==> config.mk <==
export PLATFORM = sky130hd
export DESIGN_NAME = paged_pc_unit
export DESIGN_NICKNAME = d
export VERILOG_FILES = /design/src/rtl/pcu_pkg.sv /design/src/rtl/pcu_latch.sv /design/src/rtl/pcu_target.sv /design/src/rtl/pcu_seq.sv /design/src/rtl/paged_pc_unit.sv
export SDC_FILE = /design/constraint.sdc
export NUM_CORES = 1
export LEC_CHECK = 0
export ABC_CLOCK_PERIOD_IN_PS = 1700
export BUFFER_PORTS_ARGS = -buffer_cell sky130_fd_sc_hd__clkbuf_2
export CELL_PAD_IN_SITES_DETAIL_PLACEMENT = 1
export CELL_PAD_IN_SITES_GLOBAL_PLACEMENT = 1
export CORE_MARGIN = 5
export CORE_UTILIZATION = 34
export CTS_CLUSTER_SIZE = 25
export DETAILED_ROUTE_END_ITERATION = 8
export GPL_TIMING_DRIVEN = 0
export HOLD_SLACK_MARGIN = 0.15
export PLACE_DENSITY_LB_ADDON = 0.1
export SYNTH_ARGS = -nofsm -noshare
export SYNTH_HDL_FRONTEND = slang
export SYNTH_SLANG_ARGS = --single-unit
==> constraint.sdc <==
create_clock -name clk -period 1.7 [get_ports clk]
set_input_delay 0.255 -clock clk [delete_from_list [all_inputs] [get_ports clk]]
set_output_delay 0.255 -clock clk [all_outputs]
set_load 0.05 [all_outputs]
==> src/rtl/pcu_pkg.sv <==
package pcu_pkg;
  // Source selected for the next fetch address.
  typedef enum logic [1:0] {
    SRC_HOLD  = 2'd0,
    SRC_STEP  = 2'd1,
    SRC_JUMP  = 2'd2,
    SRC_TABLE = 2'd3
  } pc_src_e;
endpackage

==> src/rtl/pcu_latch.sv <==
module pcu_latch #(
  parameter int LATCH_W = 5
) (
  input  logic               clk,
  input  logic               rst_n,
  input  logic               wr_en,
  input  logic [LATCH_W-1:0] wr_data,
  output logic [LATCH_W-1:0] q
);
  always_ff @(posedge clk or negedge rst_n) begin
    if (!rst_n)     q <= '0;
    else if (wr_en) q <= wr_data;
  end

  // the latch keeps its value unless software writes it
  a_r5_latch_hold: assert property (@(posedge clk) disable iff (!rst_n)
    !wr_en |=> $stable(q));
endmodule

==> src/rtl/pcu_target.sv <==
module pcu_target #(
  parameter int PC_W  = 13,
  parameter int JMP_W = 11,
  parameter int LOW_W = 8,
  localparam int LATCH_W = PC_W - LOW_W,
  localparam int JHI_W   = PC_W - JMP_W
) (
  input  logic [PC_W-1:0]    pc,
  input  logic [LATCH_W-1:0] latch,
  input  logic [JMP_W-1:0]   lit,
  input  logic [LOW_W-1:0]   byte_in,
  output logic [PC_W-1:0]    jump_tgt,
  output logic [PC_W-1:0]    table_tgt,
  output logic [PC_W-1:0]    step_val
);
  // Jump page: the top JHI_W bits of the latch above the literal.
  function automatic logic [PC_W-1:0] f_jump(input logic [LATCH_W-1:0] l,
                                             input logic [JMP_W-1:0] t);
    return {l[LATCH_W-1 -: JHI_W], t};
  endfunction

  // Computed jump: the whole latch above the written byte.
  function automatic logic [PC_W-1:0] f_table(input logic [LATCH_W-1:0] l,
                                              input logic [LOW_W-1:0] b);
    return {l, b};
  endfunction

  // Sequential step with full carry and natural wrap.
  function automatic logic [PC_W-1:0] f_step(input logic [PC_W-1:0] p);
    return p + PC_W'(1);
  endfunction

  always_comb begin
    jump_tgt  = f_jump(latch, lit);
    table_tgt = f_table(latch, byte_in);
    step_val  = f_step(pc);
  end
endmodule

==> src/rtl/pcu_seq.sv <==
module pcu_seq
  import pcu_pkg::*;
#(
  parameter int PC_W = 13
) (
  input  logic            clk,
  input  logic            rst_n,
  input  pc_src_e         sel,
  input  logic            kill_next,
  input  logic [PC_W-1:0] jump_tgt,
  input  logic [PC_W-1:0] table_tgt,
  input  logic [PC_W-1:0] step_val,
  output logic [PC_W-1:0] pc_q,
  output logic            dead_q
);
  logic [PC_W-1:0] pc_d;

  always_comb begin
    unique case (sel)
      SRC_STEP:  pc_d = step_val;
      SRC_JUMP:  pc_d = jump_tgt;
      SRC_TABLE: pc_d = table_tgt;
      default:   pc_d = pc_q;
    endcase
  end

  always_ff @(posedge clk or negedge rst_n) begin
    if (!rst_n) begin
      pc_q   <= '0;
      dead_q <= 1'b0;
    end else begin
      pc_q   <= pc_d;
      dead_q <= kill_next;
    end
  end

  // no advance and no load keeps the address
  a_r2_hold: assert property (@(posedge clk) disable iff (!rst_n)
    (sel == SRC_HOLD) |=> $stable(pc_q));
  // stepping lands on the incremented value from the target logic
  a_r2_step: assert property (@(posedge clk) disable iff (!rst_n)
    (sel == SRC_STEP) |=> (pc_q == $past(step_val)));
  // every load leaves a dead slot behind it
  a_r6_load_dead: assert property (@(posedge clk) disable iff (!rst_n)
    (sel == SRC_JUMP || sel == SRC_TABLE) |=> dead_q);
endmodule

==> src/rtl/paged_pc_unit.sv <==
module paged_pc_unit
  import pcu_pkg::*;
#(
  parameter int PC_W  = 13,
  parameter int JMP_W = 11,
  parameter int LOW_W = 8,
  localparam int LATCH_W = PC_W - LOW_W
) (
  input  logic               clk,
  input  logic               rst_n,
  input  logic               adv_en,
  input  logic               jmp_req,
  input  logic               call_req,
  input  logic [JMP_W-1:0]   tgt_lit,
  input  logic               lowb_wr,
  input  logic [LOW_W-1:0]   lowb_wdata,
  input  logic               latch_wr,
  input  logic [LATCH_W-1:0] latch_wdata,
  input  logic               skip_req,
  output logic [PC_W-1:0]    fetch_addr,
  output logic [LOW_W-1:0]   pc_low,
  output logic [LATCH_W-1:0] latch_q,
  output logic               dead_slot
);
  // Named internal events, brought out for the assertions.
  logic            live;
  logic            jump_ev;
  logic            table_ev;
  logic            skip_ev;
  logic            latch_ev;
  logic            kill_next;
  pc_src_e         sel;
  logic [PC_W-1:0] jump_tgt, table_tgt, step_val;

  always_comb begin
    live      = !dead_slot;
    jump_ev   = live && (jmp_req || call_req);
    table_ev  = live && lowb_wr && !jump_ev;
    skip_ev   = live && skip_req;
    latch_ev  = live && latch_wr;
    kill_next = jump_ev || table_ev || skip_ev;
    if (jump_ev)       sel = SRC_JUMP;
    else if (table_ev) sel = SRC_TABLE;
    else if (adv_en)   sel = SRC_STEP;
    else               sel = SRC_HOLD;
  end

  pcu_latch #(.LATCH_W(LATCH_W)) u_latch (
    .clk     (clk),
    .rst_n   (rst_n),
    .wr_en   (latch_ev),
    .wr_data (latch_wdata),
    .q       (latch_q)
  );

  pcu_target #(.PC_W(PC_W), .JMP_W(JMP_W), .LOW_W(LOW_W)) u_target (
    .pc        (fetch_addr),
    .latch     (latch_q),
    .lit       (tgt_lit),
    .byte_in   (lowb_wdata),
    .jump_tgt  (jump_tgt),
    .table_tgt (table_tgt),
    .step_val  (step_val)
  );

  pcu_seq #(.PC_W(PC_W)) u_seq (
    .clk       (clk),
    .rst_n     (rst_n),
    .sel       (sel),
    .kill_next (kill_next),
    .jump_tgt  (jump_tgt),
    .table_tgt (table_tgt),
    .step_val  (step_val),
    .pc_q      (fetch_addr),
    .dead_q    (dead_slot)
  );

  assign pc_low = fetch_addr[LOW_W-1:0];

  // a live jump or call puts the literal in the low address bits
  a_r3_jump_low: assert property (@(posedge clk) disable iff (!rst_n)
    jump_ev |=> (fetch_addr[JMP_W-1:0] == $past(tgt_lit)));
  // a live low-byte write shows up as the readable low byte
  a_r4_table_low: assert property (@(posedge clk) disable iff (!rst_n)
    table_ev |=> (pc_low == $past(lowb_wdata)));
  // a dead slot never produces another dead slot
  a_r8_single_dead: assert property (@(posedge clk) disable iff (!rst_n)
    dead_slot |=> !dead_slot);
  // strobes in a dead slot leave the latch alone
  a_r8_dead_latch: assert property (@(posedge clk) disable iff (!rst_n)
    dead_slot |=> $stable(latch_q));
  // a live skip with advance and no load keeps stepping
  a_r7_skip_steps: assert property (@(posedge clk) disable iff (!rst_n)
    (skip_ev && !jump_ev && !table_ev && adv_en) |=>
      (fetch_addr == $past(fetch_addr) + PC_W'(1)) && dead_slot);
  // readable low byte mirrors the counter
  a_r11_low_mirror: assert property (@(posedge clk) disable iff (!rst_n)
    pc_low == fetch_addr[LOW_W-1:0]);
endmodule

## Yosys cells after proc, flatten, opt, wreduce, memory -nomap -nowiden

Index checks and enable logic that the tools add are counted.

| word-level totals | value |
|---|---|
| output and inout port bits | 27 |
| input bits | 32 |
| bits in registers | 19 |

| cells by class | value |
|---|---|
| equality and inequality tests | 3 |
| reduce and logical (&&, ||, !) cells | 11 |
| add/subtract/negate cells | 1 |
| muxes and demuxes | 4 |

Operators with widths:

| operator | count |
|---|---|
| case mux 13 bit (3 select lines) | 1 |
| adder 13 x 1 -> 13 bit, second input constant | 1 |
| logical AND 1 bit | 5 |
| == test 2 bit, second input constant | 2 |
| two-way mux 2 bit | 2 |
| logical OR 1 bit | 3 |
| nonzero test 3 bit | 1 |
| == test 2 x 1 -> 1 bit, second input constant | 1 |
| zero test 1 bit | 2 |
| two-way mux 1 bit | 1 |

## Longest topological paths before layout

Gate-level depths: netlist of the first run.

| logic depth | value |
|---|---|
| depth after elaboration | 8 |
| depth in mapped cells | 5 |
| mapped depth without buffers | 5 |

## Cells and area by module

Synthesis of the first run repeated with hierarchy kept, for this count alone.

| second synthesis, totals | value |
|---|---|
| cells, all modules | 112 |
| area total of the unflattened synthesis | 1372.6 um^2 |

Modules (own cells, without submodules):

| module | cells each | times used | area an instance (um^2) |
|---|---|---|---|
| pcu_seq | 29 | 1 | 670.6 |
| pcu_target | 57 | 1 | 410.4 |
| pcu_latch | 10 | 1 | 181.4 |
| paged_pc_unit | 16 | 1 | 110.1 |

## Least setup slack after synthesis of the first run

OpenSTA, ideal clock, no wires.

| path | value |
|---|---|
| path kind | reg2reg |
| start point | register u_seq.pc_q[0] |
| end point | register u_seq.pc_q[12] |
| data arrival time | 1757 ps |
| period minus slack after synthesis | 1883 ps |
| buffers on the path | 0 |
| library setup time | 126 ps |
| slack | -183 ps |
| required time | 1574 ps |
| cell stages (with the launch flop) | 6 |
| cell sequence | dfrtp_1 > ha_1 > nand4_4 > nor4_4 > nor3b_1 > a221o_1 |

| on the way | value |
|---|---|
| longest elaborated chain between the ends | 2 |

Ends and longest elaborated chain:

| element | RTL line | source |
|---|---|---|
| from (decl) | pcu_seq.sv:13 | `output logic [PC_W-1:0] pc_q,` |
| from (signal assigned) | pcu_seq.sv:32 | `pc_q <= pc_d;` |
| adder 13 x 1 -> 13 bit | pcu_target.sv:30 | `return p + PC_W'(1);` |
| case mux 13 bit (3 select lines) | pcu_seq.sv:19 | `unique case (sel)` |

Every way passes these cells.
A chain may end at the register's enable or synchronous reset.

## Worst setup path after layout of the first run

Same ends and word-level chain as after synthesis.

==> results of run 1 <==
-- synth_stat cells (2+ instances only) --
cell type and n:
dfrtp_1 19, a21oi_1 13, o21ai_1 13, nor2_1 12, buf_4 10, inv_1 8
nand4bb_1 7, a31oi_1 5, mux2_2 5, nand3_1 5, nand2_1 3, o21a_1 3
a22oi_1 2, a2bb2oi_1 2, buf_6 2, nand3_2 2, nor2b_1 2, nor3_1 2
o21ai_0 2, o22a_1 2, o22ai_1 2, or3_1 2, xnor2_1 2
-- where the power goes --
group          switching (µW)  internal, µW  total, µW
clock                     166           163        329
sequential                219           604        823
combinational            1160           472       1630
total                    1540          1240       2780
-- state kept, by name (all words and copies together), names as in the netlist --
signal,count
u_seq.pc_q,13
u_seq.dead_q,1
u_latch.q,5
-- path summary, 6_finish.rpt --
kind / startpoint / to / slack (ns) / cells after the start
min in group asynchronous: rst_n / u_seq.pc_q[1] / 0.50 / 2
worst min register to register: u_latch.q[2] / u_latch.q[2] / 0.54 / 1
max in group asynchronous: rst_n / u_seq.pc_q[0] / 0.82 / 2
worst min-delay path: skip_req / u_seq.dead_q / 0.22 / 3
worst max register to register: u_seq.pc_q[0] / u_seq.pc_q[12] / 0.12 / 5
worst max-delay path: u_seq.pc_q[0] / u_seq.pc_q[12] / 0.12 / 5
-- stage by stage --
stage	utilization	setup WS (ns)	hold slack, ns	instances	power, µW
after floorplan	-	0.00330	-0.0406	145	2060
after global placement	0.432	0.0979	0.249	252	2430
after detailed placement	0.432	0.106	0.254	252	2470
after CTS	0.447	0.0764	0.220	257	2810
after global routing	0.447	0.0217	0.212	257	2950
final	0.447	0.120	0.222	257	2780
-- critical path, delay by kind of cell (launching register included) --
kind	cells	cell delay (ns)
flops	1	0.43
compound gates	1	0.27
simple gates	3	0.52
fa+ha+maj	1	0.25
-- cell type report --
type,count,area (µm²)
Clock inverter,1,5.00
Clock buffer,3,41.3
Inverter,8,30.0
Multi-Input combinational cell,105,749
Sequential cell,19,478
Timing Repair Buffer,58,295
Fill cell,484,2180
Tap cell,50,62.6
Buffer,13,101
-- logic make-up after synthesis --
group	share of synthesized area
AO/OA/AOI/OAI	0.224
AND/OR/NAND/NOR	0.264
buffers and inverters	0.0970
flip-flops	0.351
multiplexers	0.0416
XOR/XNOR	0.0129
adder cells (fa/ha/maj)	0.00924
-- layer usage --
metal,track usage,vias up
li1,-,654
met1,0.197,663
met2,0.289,36
met5,0,-
met3,0.0275,2
met4,0.0246,0
-- timing repair --
item | CTS | global route
hold buffers | 1 | 0
gates resized for setup | 0 | 1
setup endpoints to repair | 0 | 1
hold endpoints to repair | 19 | 0
==> impl_metrics.yaml, run 1 <==
route:
  wl_met1_mm: 1.73
  post-route-drc-count: 0
  met2WireLength_mm: 2.28
  ant_nets: 0
  top_layer: "met4"
  wl_met3_um: 215
  wirelength_mm: 4.24
  wl_per_cell_um: 16.5
  route.vias.total: 1355
  vias_per_cell: 5.27
  drt_pass1_iterations: 4
  drt_first_iter_violations: 80
logic_synthesis:
  synth_nets: 178
  yosysWarningCount: 0
  netlist.area_leader.share: 0.351
  synthCells: 145
  async_flop_share: 1.00
  yosysUniqueCellTypes: 43
  synth_area_leaders: "dfrtp_1 35%, nand4bb_1 5.8%, buf_4 5.5%, a21oi_1 4.8%, o21ai_1 4.8%"
  syn_area_per_cell_um2: 9.34
  yosys.area.top_type: "dfrtp_1"
  ys_seq_area_frac: 0.351
  synth-edff-count: 0
  synth-main-ff-cell: "dfrtp_1"
  synthesis.area_mm2: 0.00135
  synth-seq-cells: 19
finish:
  drive_above_1_share: 0.449
  antenna_cells: 0
  nets: 241
  layout_common_cells: "57 x clkbuf_2, 17 x dfrtp_1, 13 x o21ai_1, 13 x a21oi_1, 12 x nor2_1"
  final_common_cell: "clkbuf_2"
  finalInstanceArea_mm2: 0.00176
  area_delta_synth_final_pct: 30.2
timing:
  max_freq_mhz: 633
  relSlewSlack: 0.651
  finalSetupViolCount: 0
  rsz0062_at_grt: "no"
  period_needed_ns: 1.58
  tightest_slew_ns: 0.523
  hold_viol_final: 0
  post-route-period-util: 0.930
  skew_ns: 0.00114
  setup-tns-final_ns: 0
  final-max-slew-violation-count: 0
floorplanning:
  rows: 23
  ios: 59
  die_h_um: 73.1
  dieWidth_um: 73.1
  die_area_mm2: 0.00534
  core_area_mm2: 0.00394
  initial_core_util: 0.343
grt:
  antenna_found_initial: 0
  grt_pass1_vias: 1420
  grt_max_degree: 20
  grt_overflow_total: 0
  grt_pass1_wl_mm: 6.68
  grtUsageTotal: 0.159
worst_hold_path:
  hold_class: "in -> reg"
worst_setup_path:
  cp-start-kind: "flip-flop"
  crit_slowest_cell: "dfrtp_2"
  critPathKind: "reg -> reg"
  cp_max_fo: 6
  path_cells: "ha_2 > nand4_4 > nor4_4 > nor3b_1 > a221o_1"
  crit_arrival_ns: 1.73
  crit_required_ns: 1.85
  worst_setup_path_end_kind: "flip-flop"
  critPathMaxStageDelay_ns: 0.43
placement:
  io_buffers: 57
  hpwl_mm: 3.35
  placed_area_mm2: 0.00170
  place.gp.congestion: 0.797
pwr:
  powerDensity_mw_per_mm2: 1580
  p_leak_uw: 0.000807
  ir_drop_v: 0.000639
cts:
  cts_tree: "built"
  clk_latency_ns: 0.26
  numCtsBuffers: 3
  cts.sinks: 19
  root_buffer: "clkbuf_8"
  clk_path_buf_depth: 2
  cts.reportedPaths.clkPinSlew_ns: 0.08
  htreeDepth: 1
  post_cts_buffers: 0
outcome:
  status: "finished, final reports clean"
job:
  cap_violations: 0
No activity file was read; power rests on OpenSTA's default activity.
==> inputs of run 2 (changes only) <==
Settings changed: BUFFER_PORTS_ARGS -buffer_cell sky130_fd_sc_hd__clkbuf_2 to not set, CORE_UTILIZATION 34 to 45, DONT_BUFFER_PORTS set to 1, PLACE_DENSITY set to 0.82, PLACE_DENSITY_LB_ADDON 0.1 to not set.
==> run 2 against run 1 <==
Against the previous run:
- cell area is 11% lower
- highest routed layer unchanged
- sequential share of layout area is 5.0 points higher
- clock power is 25% lower
==> impl_metrics.yaml, run 2 (synthesized netlist as in run 1, its figures left out) <==
worst_setup_path:
  r2r_start: "u_seq.pc_q[1]"
  cp-start-kind: "flip-flop"
  crit_slowest_cell: "dfrtp_4"
  critPathMaxStageDelay_ns: 0.59
  startpoint: "u_seq.pc_q[1]"
  critPathKind: "reg -> reg"
  r2r_end: "u_seq.pc_q[6]"
  crit_arrival_ns: 1.85
  cp_max_fo: 6
  worst_setup_path_end_kind: "flip-flop"
  crit_required_ns: 1.91
  r2r_slack_ns: 0.06
  crit_top_cell: "a21oi_2"
  worstRegToRegCells: 5
  path_cells: "ha_4 > nand4_4 > or3_4 > a21oi_2 > a21oi_2"
timing:
  period_needed_ns: 1.64
  post-route-period-util: 0.965
  final-max-slew-violation-count: 0
  finalSetupViolCount: 0
  skew_ns: 0.00485
  whs_ns: 0.198
  tightest_slew_ns: 0.897
  relSlewSlack: 0.400
  setup-tns-final_ns: 0
  max_freq_mhz: 610
  hold_viol_final: 0
outcome:
  status: "finished, final reports clean"
pwr:
  powerDensity_mw_per_mm2: 1650
  p_leak_uw: 0.000582
  total_power_uw: 2580
  p_sw_frac: 0.586
  p_sw_uw: 1510
  share_comb_of_total_power: 0.345
  power_frac_clock: 0.096
  internal_power_uw: 1070
  ir_drop_v: 0.000669
  seqPwrFrac: 0.559
finish:
  reg_top3: "u_seq.pc_q x13, u_latch.q x5, u_seq.dead_q x1"
  antenna_cells: 0
  drive_above_1_share: 0.318
  nets: 191
  area_delta_synth_final_pct: 15.5
  layout_common_cells: "13 x o21ai_1, 12 x nor2_1, 11 x a21oi_1"
  final_common_cell: "o21ai_1"
  regMostFlops: "u_seq.pc_q"
  largest_reg_flops: 13
  fillers: 335
worst_hold_path:
  hold_class: "in -> reg"
  whs_path_depth: 2
  hp-start: "tgt_lit[10]"
  min_to: "u_seq.pc_q[10]"
grt:
  grt_pass1_vias: 1345
  grt_pass1_wl_mm: 6.59
  antenna_found_initial: 0
  grt_overflow_total: 0
  grt_max_degree: 20
  grtUsageTotal: 0.205
cts:
  cts.sinks: 19
  root_buffer: "clkbuf_4"
  numCtsBuffers: 3
  post_cts_buffers: 0
  clk_latency_ns: 0.32
  cts_tree: "built"
  htreeDepth: 1
  clk_path_buf_depth: 2
  cts.reportedPaths.clkPinSlew_ns: 0.12
floorplanning:
  ios: 59
  core_area_mm2: 0.00298
  rows: 20
  die_area_mm2: 0.00421
  die_h_um: 64.9
  initial_core_util: 0.455
  dieWidth_um: 64.9
route:
  drt_first_iter_violations: 85
  route.vias.total: 1224
  wirelength_mm: 4.09
  vias_per_cell: 6.44
  drt_pass1_iterations: 4
  ant_nets: 0
  post-route-drc-count: 0
  wl_per_cell_um: 21.5
job:
  cap_violations: 0
placement:
  io_buffers: 0
  hpwl_mm: 3.08
  place.gp.congestion: 0.848
[run 2: how the worst max path moves through the flow]
| stage | slack [ns] | cells past startpoint | to |
|---|---|---|---|
| finish | 0.06 | 5 | u_seq.pc_q[6] |
| global route | -0.01 | 5 | u_seq.pc_q[6] |
| CTS | 0.04 | 4 | u_seq.pc_q[12] |
| detailed placement | -0.21 | 4 | u_seq.pc_q[9] |
| global placement | -0.13 | 4 | u_seq.pc_q[12] |
| floorplan | 0.003 | 5 | u_seq.pc_q[12] |
[run 2: layout make-up]
class / count / area (µm²) / share of cell area
Clock buffer: 3 / 22.5 / 0.0144
Timing Repair Buffer: 8 / 80.1 / 0.0512
Tap cell: 33 / 41.3 / 0.0264
Multi-Input combinational cell: 105 / 779 / 0.498
Inverter: 8 / 30.0 / 0.0192
Buffer: 13 / 103 / 0.0656
Clock inverter: 1 / 5.00 / 0.00320
Sequential cell: 19 / 503 / 0.322
[run 2: power by group through the flow]
stage | logic [µW] | clock network [µW] | registers [µW]
finish | 889 | 248 | 1440
global route | 962 | 279 | 1470
CTS | 878 | 251 | 1410
detailed placement | 840 | 0 | 1390
global placement | 813 | 0 | 1380
floorplan | 744 | 0 | 1320
[run 2: layer usage]
layer  track usage  vias to the layer above  wire [µm]
li1              -                      557          -
met5             0                        -          0
met1         0.228                      621       1600
met2         0.369                       37       2160
met4        0.0792                        0        104
met3        0.0537                        9        225
[run 2: stage by stage]
stage | instances | util | instance area (µm²) | setup slack (ns)
CTS | 190 | 0.516 | 1540 | 0.0380
floorplan | 145 | - | 1360 | 0.00330
global placement | 178 | 0.469 | 1400 | -0.130
finish | 190 | 0.525 | 1560 | 0.0596
detailed placement | 178 | 0.469 | 1400 | -0.214
global route | 190 | 0.525 | 1560 | -0.00990
[run 2: worst max-delay path, delay by kind of cell, from the launching register on]
family	cells	cell delay [ns]
AO/OA/AOI/OAI	2	0.19
adder cells (fa/ha/maj)	1	0.21
flip-flops	1	0.59
AND/OR/NAND/NOR	2	0.54
[run 2: timing repair]
| item | CTS | global route |
|---|---|---|
| resized for setup | 14 | 9 |
| hold buffers | 8 | 0 |
| setup endpoints to repair | 11 | 4 |
| pin swaps | 1 | 1 |
| hold endpoints to repair | 26 | 0 |
==> inputs of run 3 (changes only) <==
Settings changed: BUFFER_PORTS_ARGS set to -buffer_cell sky130_fd_sc_hd__clkbuf_2, CORE_UTILIZATION 45 to 34, DONT_BUFFER_PORTS 1 to not set, PLACE_DENSITY 0.82 to 0.83.
==> run 3 against run 2 <==
Against the previous run:
- worst setup slack improved by 0.053 ns
- critical path depth did not move
- routed wire length rose by 0.34%
- combinational power rose by 83%
- first-iteration DRC count fell by 67%
- final cell count rose by 35%
- clock skew fell by 0.0019 ns
- via count rose by 12%
- non-clock buffer count rose by 50
- sequential cell count did not move
- sequential power fell by 43%
- register-to-register slack improved by 0.05 ns
- critical path type unchanged
- critical endpoint is now u_seq.pc_q[12]
- highest routed layer unchanged
==> impl_metrics.yaml, run 3 (synthesized netlist as in run 1, its figures left out) <==
outcome:
  status: "finished, final reports clean"
worst_setup_path:
  critPathKind: "reg -> reg"
  critPathMaxStageDelay_ns: 0.43
  crit_slowest_cell: "dfrtp_2"
  cp-start-kind: "flip-flop"
  crit_required_ns: 1.85
  crit_arrival_ns: 1.74
  worst_setup_path_end_kind: "flip-flop"
  critical-path-top-delay-family: "simple AND/OR/NAND/NOR gates"
  cp_max_fo: 6
  r2r_slack_ns: 0.11
  crit_buf_inv: 0
  path_cells: "ha_2 > nand4_4 > nor4_4 > nor3b_1 > a221o_1"
timing:
  finalSetupViolCount: 0
  period_needed_ns: 1.59
  rsz0062_at_grt: "no"
  skew_ns: 0.00294
  hold_viol_final: 0
  setup-tns-final_ns: 0
  max_freq_mhz: 630
  relSlewSlack: 0.657
  final-max-slew-violation-count: 0
  tightest_slew_ns: 0.514
  post-route-period-util: 0.934
route:
  post-route-drc-count: 0
  drt_first_iter_violations: 28
  wl_met1_mm: 1.76
  met2WireLength_mm: 2.09
  vias_per_cell: 5.35
  wirelength_mm: 4.10
  top_layer: "met4"
  ant_nets: 0
  route.vias.total: 1376
  drt_pass1_iterations: 4
  wl_met3_um: 223
  wl_per_cell_um: 16.0
finish:
  regMostFlops: "u_seq.pc_q"
  antenna_cells: 0
  layout_common_cells: "57 x clkbuf_2, 17 x dfrtp_1, 13 x o21ai_1, 13 x a21oi_1, 12 x nor2_1"
  stdcell_count: 257
  largest_reg_flops: 13
  drive_above_1_share: 0.449
  reg_top3: "u_seq.pc_q x13, u_latch.q x5, u_seq.dead_q x1"
  final_common_cell: "clkbuf_2"
  area_delta_synth_final_pct: 30.2
  nets: 241
worst_hold_path:
  hold_class: "in -> reg"
placement:
  io_buffers: 57
  place.gp.congestion: 0.795
  hpwl_mm: 3.25
  dp.cells: 252
grt:
  grt_pass1_vias: 1449
  grt_pass1_wl_mm: 6.83
  grt_overflow_total: 0
  grt_max_degree: 20
  grtUsageTotal: 0.164
  antenna_found_initial: 0
job:
  cap_violations: 0
floorplanning:
  die_h_um: 73.1
  rows: 23
  die_area_mm2: 0.00534
  initial_core_util: 0.343
  core_area_mm2: 0.00394
  ios: 59
  dieWidth_um: 73.1
cts:
  cts.sinks: 19
  root_buffer: "clkbuf_8"
  clk_path_buf_depth: 2
  post_cts_buffers: 0
  clk_latency_ns: 0.26
  cts_tree: "built"
  numCtsBuffers: 3
  cts.reportedPaths.clkPinSlew_ns: 0.08
  htreeDepth: 1
pwr:
  total_power_uw: 2780
  p_leak_uw: 0.000807
  powerDensity_mw_per_mm2: 1580
  ir_drop_v: 0.000855
-- run 3: metal layers --
metal	up-vias	global-route usage
met1	685	0.208
met2	34	0.277
li1	654	-
met4	0	0.0348
met3	3	0.0427
met5	-	0
-- run 3: stage by stage --
step	util	setup slack [ns]	hold WS (ns)	instance area, µm²
3_3_place_gp	0.432	0.122	0.239	1700
2_1_floorplan	-	0.00330	-0.0406	1360
6_report	0.447	0.112	0.209	1760
3_5_place_dp	0.432	0.0965	0.250	1700
4_1_cts	0.447	0.0643	0.202	1760
5_1_grt	0.447	0.0127	0.214	1760
-- run 3: path summary, 6_finish.rpt --
path / startpoint / to / depth (start not counted)
worst min-delay path: skip_req / u_seq.dead_q / 3
worst max register to register: u_seq.pc_q[0] / u_seq.pc_q[12] / 5
max in group asynchronous: rst_n / u_seq.pc_q[1] / 2
worst min register to register: u_latch.q[2] / u_latch.q[2] / 1
worst max-delay path: u_seq.pc_q[0] / u_seq.pc_q[12] / 5
min in group asynchronous: rst_n / u_seq.pc_q[12] / 2
-- run 3: where the power goes --
group	internal, µW	total [µW]	switching, µW
logic	471	1630	1160
registers	604	819	215
clock network	164	333	169
-- run 3: final cells by class --
type / instances / area, µm²
Sequential cell: 19 / 478
Clock inverter: 1 / 5.00
Inverter: 8 / 30.0
Timing Repair Buffer: 58 / 295
Clock buffer: 3 / 41.3
Fill cell: 492 / 2180
Tap cell: 50 / 62.6
Buffer: 13 / 101
Multi-Input combinational cell: 105 / 749
-- run 3: worst min-delay path, cell delays in order --
cell and delay, ns:
clkbuf_2 0.08, nor2_1 0.03, nor2_1 0.07
-- run 3: timing repair --
item,CTS,global route
endpoints found under the setup margin,0,2
endpoints found under the hold margin,19,0
resized for setup,0,1
hold buffers,1,0
